<file path="src/rtl/intvec_ctl.sv">
module intvec_ctl #(
  parameter int VW = 8
) (
  input  logic          clk,
  input  logic          rst_n,
  input  logic          cfg_we,
  input  logic [4:0]    cfg_wdata,
  input  logic          base_we,
  input  logic [VW-1:0] base_wdata,
  input  logic [3:0]    pend_a,
  input  logic [3:0]    pend_b,
  input  logic          iei,
  output logic          ieo,
  input  logic          ack,
  input  logic          rst_ius,
  output logic [VW-1:0] bus_out,
  output logic          bus_oe,
  output logic [VW-1:0] stat_vec
);
  localparam int NS = 8;

  logic st_hi, mie, dlc, nv, vis;
  logic [VW-1:0] base;
  logic [NS-1:0] ius, ius_n;
  logic [NS-1:0] ip, ip_r, ius_r;
  logic pend_any, ius_any;
  logic [2:0] top_p, top_i, pend_code, ius_code;
  logic req, take;
  logic [VW-1:0] mod_vec;

  function automatic logic [2:0] code_of(input logic [2:0] r);
    logic [1:0] s;
    case (r[1:0])
      2'd0: s = 2'b01;
      2'd1: s = 2'b00;
      2'd2: s = 2'b10;
      default: s = 2'b11;
    endcase
    return {r[2], s};
  endfunction

  assign ip = {pend_a, pend_b};

  always_comb begin
    for (int r = 0; r < NS; r++) begin
      ip_r[r]  = ip[code_of(3'(r))];
      ius_r[r] = ius[code_of(3'(r))];
    end
  end

  always_comb begin
    pend_any = 1'b0;
    ius_any  = 1'b0;
    top_p    = '0;
    top_i    = '0;
    for (int r = 0; r < NS; r++) begin
      if (ip_r[r]) begin
        pend_any = 1'b1;
        top_p    = 3'(r);
      end
      if (ius_r[r]) begin
        ius_any = 1'b1;
        top_i   = 3'(r);
      end
    end
  end

  assign pend_code = code_of(top_p);
  assign ius_code  = code_of(top_i);
  assign req  = mie && pend_any && (!ius_any || (top_p > top_i));
  assign take = ack && iei && req;

  always_comb begin
    mod_vec = base;
    if (pend_any) begin
      if (st_hi) begin
        mod_vec[4] = pend_code[2];
        mod_vec[5] = pend_code[1];
        mod_vec[6] = pend_code[0];
      end else begin
        mod_vec[3:1] = pend_code;
      end
    end
  end

  assign stat_vec = mod_vec;
  assign bus_oe   = take && !nv;
  assign bus_out  = bus_oe ? (vis ? mod_vec : base) : '0;
  assign ieo      = iei && !dlc && !ius_any && !req;

  always_comb begin
    ius_n = ius;
    if (rst_ius && ius_any) ius_n[ius_code] = 1'b0;
    if (take) ius_n[pend_code] = 1'b1;
  end

  always_ff @(posedge clk) begin
    if (!rst_n) begin
      {st_hi, mie, dlc, nv, vis} <= '0;
      base <= '0;
      ius  <= '0;
    end else begin
      if (cfg_we) {st_hi, mie, dlc, nv, vis} <= cfg_wdata;
      if (base_we) base <= base_wdata;
      ius <= ius_n;
    end
  end
endmodule

</file>
<file path="config.mk">
export PLATFORM = sky130hd
export DESIGN_NAME = intvec_ctl
export DESIGN_NICKNAME = d
export VERILOG_FILES = /design/src/rtl/intvec_ctl.sv
export SDC_FILE = /design/constraint.sdc
export NUM_CORES = 1
export LEC_CHECK = 0
export BUFFER_PORTS_ARGS = -buffer_cell sky130_fd_sc_hd__buf_2
export CAP_MARGIN = 20
export CORE_ASPECT_RATIO = 0.6
export CORE_UTILIZATION = 40
export DETAILED_ROUTE_END_ITERATION = 8
export GPL_TIMING_DRIVEN = 1
export PLACE_DENSITY_LB_ADDON = 0.2
export SETUP_SLACK_MARGIN = 0.05
export SLEW_MARGIN = 20
export SYNTH_ARGS = -nofsm -noshare
export SYNTH_HDL_FRONTEND = slang
export SYNTH_SLANG_ARGS = --single-unit
</file>
<file path="constraint.sdc">
create_clock -name clk -period 4.75 [get_ports clk]
set_input_delay 1.425 -clock clk [delete_from_list [all_inputs] [get_ports clk]]
set_output_delay 1.425 -clock clk [all_outputs]
set_load 0.02 [all_outputs]
</file>
---- After elaboration in Yosys (flattened, before gate mapping) ----
Index checks and enable logic that the tools add are counted.
operators by class
  magnitude comparators ................... 5
  equal/unequal tests ..................... 4
  muxes and demuxes ....................... 43
  bitwise operators ....................... 3
  reduce and logical (&&, ||, !) cells .... 18
operators by type and width
  kind                  number
  $mux W3               10
  $mux W8               3
  $mux W1               20
  $pmux W2 S3           2
  $logic_and A1 B1 Y1   11
  $and A8 B8 Y8         1
  $lt A3 B4 Y1 const B  2
  $mux W2               4
  $not A8 Y8            1
  $or A8 B8 Y8          1
  $mux W7               1
  $demux W1 S3          2
  $ge A3 B1 Y1 const B  2
  $mux W6               1
  $eq A2 B1 Y1 const B  2
  $eq A2 B2 Y1 const B  2
  $logic_not A1 Y1      4
  $logic_not A2 Y1      2
  $gt A3 B3 Y1          1
  $logic_or A1 B1 Y1    1
storage, ports and cells
  register bits ........................... 21
  output and inout bits ................... 18
  word-level logic and storage cells ...... 80

---- Depth between registers and ports, before layout ----
  depth in word-level cells ............... 18
  mapped depth ............................ 11

---- Worst setup path before layout ----
No wires, ideal clock.
  path type ............................... in2out
  start point ............................. input port pend_a[1]
  end point ............................... output port bus_out[1]
  arrival time ............................ 3.122 ns
  data required time ...................... 3.325 ns
  slack ................................... 0.203 ns
  stages on the path ...................... 8
  buffers on the path ..................... 0
  path through ............................ nor4_4 -> inv_2 -> ha_1 -> nand3_1 -> o21ai_0 -> o21ai_4 -> nand3b_4 -> a211oi_2
between the ends
  longest elaborated chain between the ends .. 10
  elaborated cells between the ends (all ways) .. 22
  classes of those cells .................. order compare (1); eq/ne (2); mux (13); reduce/logical (6)
RTL lines
  item                                               RTL line  text
  from (decl)                                        10        input logic [3:0] pend_a,
  $mux W3 (4 in a row)                               57        if (ip_r[r]) begin
  $eq A2 B2 Y1, or another cell as far along         33        case (r[1:0])
  $pmux W2 S3 or $logic_or A1 B1 Y1 (tied branches)  33, 70
  $mux W3 or $logic_and A1 B1 Y1 (tied branches)     76, 70
  $mux W6 or $logic_and A1 B1 Y1 (tied branches)     75, 71
  $mux W7 or $logic_and A1 B1 Y1 (tied branches)     88, 87
  $mux W8 *                                          88        assign bus_out = bus_oe ? (vis ? mod_vec : base) : '0;
  to (decl)                                          16        output logic [VW-1:0] bus_out,
Every way passes the cells marked *; elsewhere a longest branch is shown, timed or not.

---- Worst setup path in the final report ----
  start point ............................. input port pend_b[2]
  end point ............................... output port bus_out[2]
between the ends
  longest elaborated chain between the ends .. 12
  elaborated cells between the ends (all ways) .. 26
  classes of those cells .................. order compare (1); eq/ne (2); mux (17); reduce/logical (6)
RTL lines
  item                                               RTL line  text
  from (decl)                                        11        input logic [3:0] pend_b,
  $mux W2 (2 in a row)                               57
  $mux W3 (4 in a row)                               57
  $eq A2 B2 Y1, or another cell as far along         33
  $pmux W2 S3 or $logic_or A1 B1 Y1 (tied branches)  33, 70
  $mux W3 or $logic_and A1 B1 Y1 (tied branches)     76, 70
  $mux W6 or $logic_and A1 B1 Y1 (tied branches)     75, 71
  $mux W7 or $logic_and A1 B1 Y1 (tied branches)     88, 87
  $mux W8 *                                          88
Marked as above.

==> summary.md <==
| Metric | Value |
|---|---|
| Switching fraction of total power | `30.3%` |
| Die Width | `78.4 um` |
| Met3 WL post-DR | `293 um` |
| Post-Place Setup Slack | `5.62 ps` |
| Worst Max-Slew Pin Slew | `421 ps` |
| Non-Filler Instances | `259` |
| Number of global-route vias before repair | `roughly 1300` |
| Setup Skew | `8.30 ps` |
| Average footprint of a synthesized cell | `8.55 um^2` |
| Overall routed net length | `around 3600 um` |
| Detail Route Antenna Nets | `0` |
| Global-route congestion overflow total | `0` |
| Final setup violating endpoints | `0` |
| Critical path buffers and inverters | `2` |
| DRC violations left | `0` |
| Seq pwr share | `46.5%` |
| Commonest cells post-synth | `sky130_fd_sc_hd__nor2_1 (23), sky130_fd_sc_hd__dfxtp_1 (21), sky130_fd_sc_hd__mux2i_1 (13), sky130_fd_sc_hd__nor2b_1 (13)` |
| Worst slack on hold paths | `503 ps` |
| Achievable frequency | `219 MHz` |
| Total via count in the routed design | `around 1400` |
| Post-synthesis net count | `197` |
| Leakage component of the power | `0.769 nW` |
| Top FF cell, synth | `sky130_fd_sc_hd__dfxtp_1` |
| Max Cap Viol | `0` |
| Dominant cells by area after synthesis | `sky130_fd_sc_hd__dfxtp_1 (30%), sky130_fd_sc_hd__mux2i_1 (9.3%), sky130_fd_sc_hd__nor2_1 (6.2%)` |
| Number of vias per cell after detailed routing | `5.34` |
| Cell Count Post-Placement | `253` |
| Clk Tree Root Cell | `sky130_fd_sc_hd__clkbuf_8` |
| Ports placed on the boundary | `46` |
| Maximum level of the CTS H-tree | `1` |
| Startpoint-to-endpoint class of the critical path | `in2out` |
| Cell type with the highest aggregate area in the netlist | `sky130_fd_sc_hd__dfxtp_1` |
| Final RePlAce weighted congestion | `0.900` |
| Total Negative Setup Slacks | `0 ps` |
| Power Density | `between 200 and 250 nW/um^2` |
| Critical Path Fanout Max | `5` |
| Crit-path cells | `buf_8 > nand2b_4 > a21oi_2 > nor2_1 > nor2_1 > nor2_2 > ha_1 > nand3_2 > o21ai_2 > o21ai_4 > nand3b_4 > a211oi_2 > buf_4` |
| Share of power burned in combinational logic | `23.5%` |
| Placeable core region | `~3300 um^2` |
| Highest metal layer with signal wires | `met4` |
| Unrepaired setup endpoints after global routing | `true` |
| Number of port buffers | `45` |
| Max Transition Viols Final | `0` |
| Number of antenna violations at the first check in global routing | `0` |
| Die outline area | `3760 um^2` |
| Cell family contributing the most delay on the critical path | `simple AND/OR/NAND/NOR gates` |
| Final Hold Fails | `0` |
| Share of the yosys chip area belonging to registers | `30.0%` |
| Area share of the largest cell type after synthesis | `30.0%` |
| Area growth from synthesis to layout | `28.8%` |
| Number of nets in the layout | `248` |
| Pin count of the biggest net entering global routing | `24` |
| Clock-pin slew on the worst setup and hold paths | `80 ps` |
| Count of fill cells added during filler insertion | `slightly above 300` |
| Final worst-path setup slack | `~180 ps` |
| Starting density of the core | `42.5%` |
| Iteration count of the initial detailed-routing pass | `5` |
| Global-route wire length before repair | `5840 um` |
| CTS Hold Buffers Added | `0` |
| # rows | `16` |
| Class of the worst hold path | `reg2reg` |
| Dpl hpwl | `2780 um` |
| Worst path slowest cell | `sky130_fd_sc_hd__ha_1` |
| CP startpoint kind | `primary input` |
| Outcome | `completed` |
| Met1 WL | `1670 um` |
| Worst slew slack as a fraction of its limit | `71.9%` |
| Crit path top cell by count | `sky130_fd_sc_hd__nor2_1` |
| CTS tree | `built` |
| Yosys warnings | `0` |
| Largest vdd supply drop | `around 0.13 mV` |
| Overall die height | `47.9 um` |
| Post-detailed-route wirelength per cell | `14.0 um` |
| Clock buffers created by TritonCTS | `3` |
| Data arrival, critical path | `3150 ps` |
| Starting DRC count in detailed routing | `151` |
| Met2 Wirelength | `1650 um` |
| Crit-path max cell delay | `300 ps` |
| Leading cell type by number of instances after synthesis | `sky130_fd_sc_hd__nor2_1` |
| Clock insertion delay at the later pin of the skew report | `between 200 and 300 ps` |
| Endpoint type of the worst setup path | `output port` |
| Post-synth cell types | `40` |
| Cells after Synth | `164` |
| Part of the power in the clock network | `30.0%` |
| Antenna Cells | `0` |
| Fraction of registers with async set or reset after synthesis | `0%` |
| Required time of the critical path | `3320 ps` |
| Share of the clock period used by the worst path | `96.2%` |
| Post-Synthesis Cell Area | `1400 um^2` |
| Number of buffers on the longest clock path | `2` |
| TritonCTS sink count | `21` |
| Number of synthesized flops with an enable pin | `0` |
| Share of post-route cells with drive strength above 1 | `38.3%` |
| Final critical path time including I/O delays and setup | `4570 ps` |
| Cell internal pwr | `0.000285 W` |
| Global Route Usage Sum | `~20%` |
| Yosys reg bits | `21` |
| Net switching power | `0.000124 W` |
-- worst paths after layout --
path / from / slack [ps] / endpoint / depth (start not counted)
setup / recovery: pend_b[2] / 180 / bus_out[2] / 13
hold / removal: ius[1] / 500 / ius[1] / 2
setup reg to reg: ius[2] / 2680 / ius[0] / 11
hold reg to reg: ius[1] / 500 / ius[1] / 2
-- stage by stage --
step | instance area (um^2) | power (W) | utilization (%)
global placement | 1700 | 0.000280 | 51.3
floorplan | 1400 | 0.000250 | -
CTS | 1760 | 0.000409 | 53.4
finish | 1810 | 0.000408 | 54.7
detailed placement | 1700 | 0.000284 | 51.3
global route | 1810 | 0.000432 | 54.7
-- registers in the layout (all words and copies together) (netlist names) --
register	count
base	8
dlc	1
ius	8
mie	1
nv	1
st_hi	1
vis	1
-- cell usage in the layout, fill, tap and decap left out, types with 2 or more instances in the layout --
cell type                   n
sky130_fd_sc_hd__a21oi_2    2
sky130_fd_sc_hd__o211ai_1   2
sky130_fd_sc_hd__nor2_1    22
sky130_fd_sc_hd__nand2b_1   3
sky130_fd_sc_hd__inv_1      7
sky130_fd_sc_hd__o21ai_1    7
sky130_fd_sc_hd__buf_4     11
sky130_fd_sc_hd__mux2i_1   13
sky130_fd_sc_hd__nor2b_1   13
sky130_fd_sc_hd__a211oi_2   5
sky130_fd_sc_hd__buf_2     40
sky130_fd_sc_hd__nor3_1     2
sky130_fd_sc_hd__nand2_1   10
sky130_fd_sc_hd__nand3_2    2
sky130_fd_sc_hd__o21ai_0    9
sky130_fd_sc_hd__o311ai_0   3
sky130_fd_sc_hd__clkbuf_8   3
sky130_fd_sc_hd__dfxtp_1   21
sky130_fd_sc_hd__nand3_1    3
sky130_fd_sc_hd__nor4_4     2
sky130_fd_sc_hd__nor2_2     2
sky130_fd_sc_hd__a21oi_1    4
sky130_fd_sc_hd__ha_1       5
sky130_fd_sc_hd__or2_2      2
-- cells by family after synthesis --
kind of cell | count (synthesis) | share of synthesized area [%]
DFF | 21 | 30.0
muxes | 13 | 9.28
adders and majority gates | 5 | 4.46
and+or+nand+nor | 70 | 30.9
AOI/OAI and AO/OA | 40 | 20.9
buffers and inverters | 15 | 4.55
-- worst min-delay path: stages, from the launching register on --
cell and delay (ps):
sky130_fd_sc_hd__dfxtp_1 310, sky130_fd_sc_hd__o311ai_0 80, sky130_fd_sc_hd__o21ai_1 70
-- what timing repair did --
action | CTS | global route
pin swaps | 7 | 7
buffers inserted | 0 | 1
endpoints found under the setup margin | 4 | 9
resized for setup | 4 | 10
gates cloned | 1 | 0
-- power by group through the flow --
stage	sequential (W)	combinational, W	clock, W
after detailed placement	0.000194	0.0000904	0
after global routing	0.000191	0.000106	0.000136
after CTS	0.000190	0.0000924	0.000127
final	0.000190	0.0000962	0.000123
after global placement	0.000193	0.0000870	0
after floorplan	0.000191	0.0000591	0
-- metal layers --
metal  vias to the layer above  track usage (%)
met5                         -                0
met3                         2             4.19
met4                         0             4.07
li1                        686                -
met1                       630             27.6
met2                        65             34.4
-- final cells by class --
| class | instances | area, um^2 | area share [%] |
|---|---|---|---|
| Clock buffer | 4 | 45.0 | 2.49 |
| Multi-Input combinational cell | 129 | 957 | 53.0 |
| Inverter | 8 | 30.0 | 1.66 |
| Tap cell | 45 | 56.3 | 3.12 |
| Timing Repair Buffer | 52 | 298 | 16.5 |
| Sequential cell | 21 | 420 | 23.3 |
(Power assumes the default switching activity.)
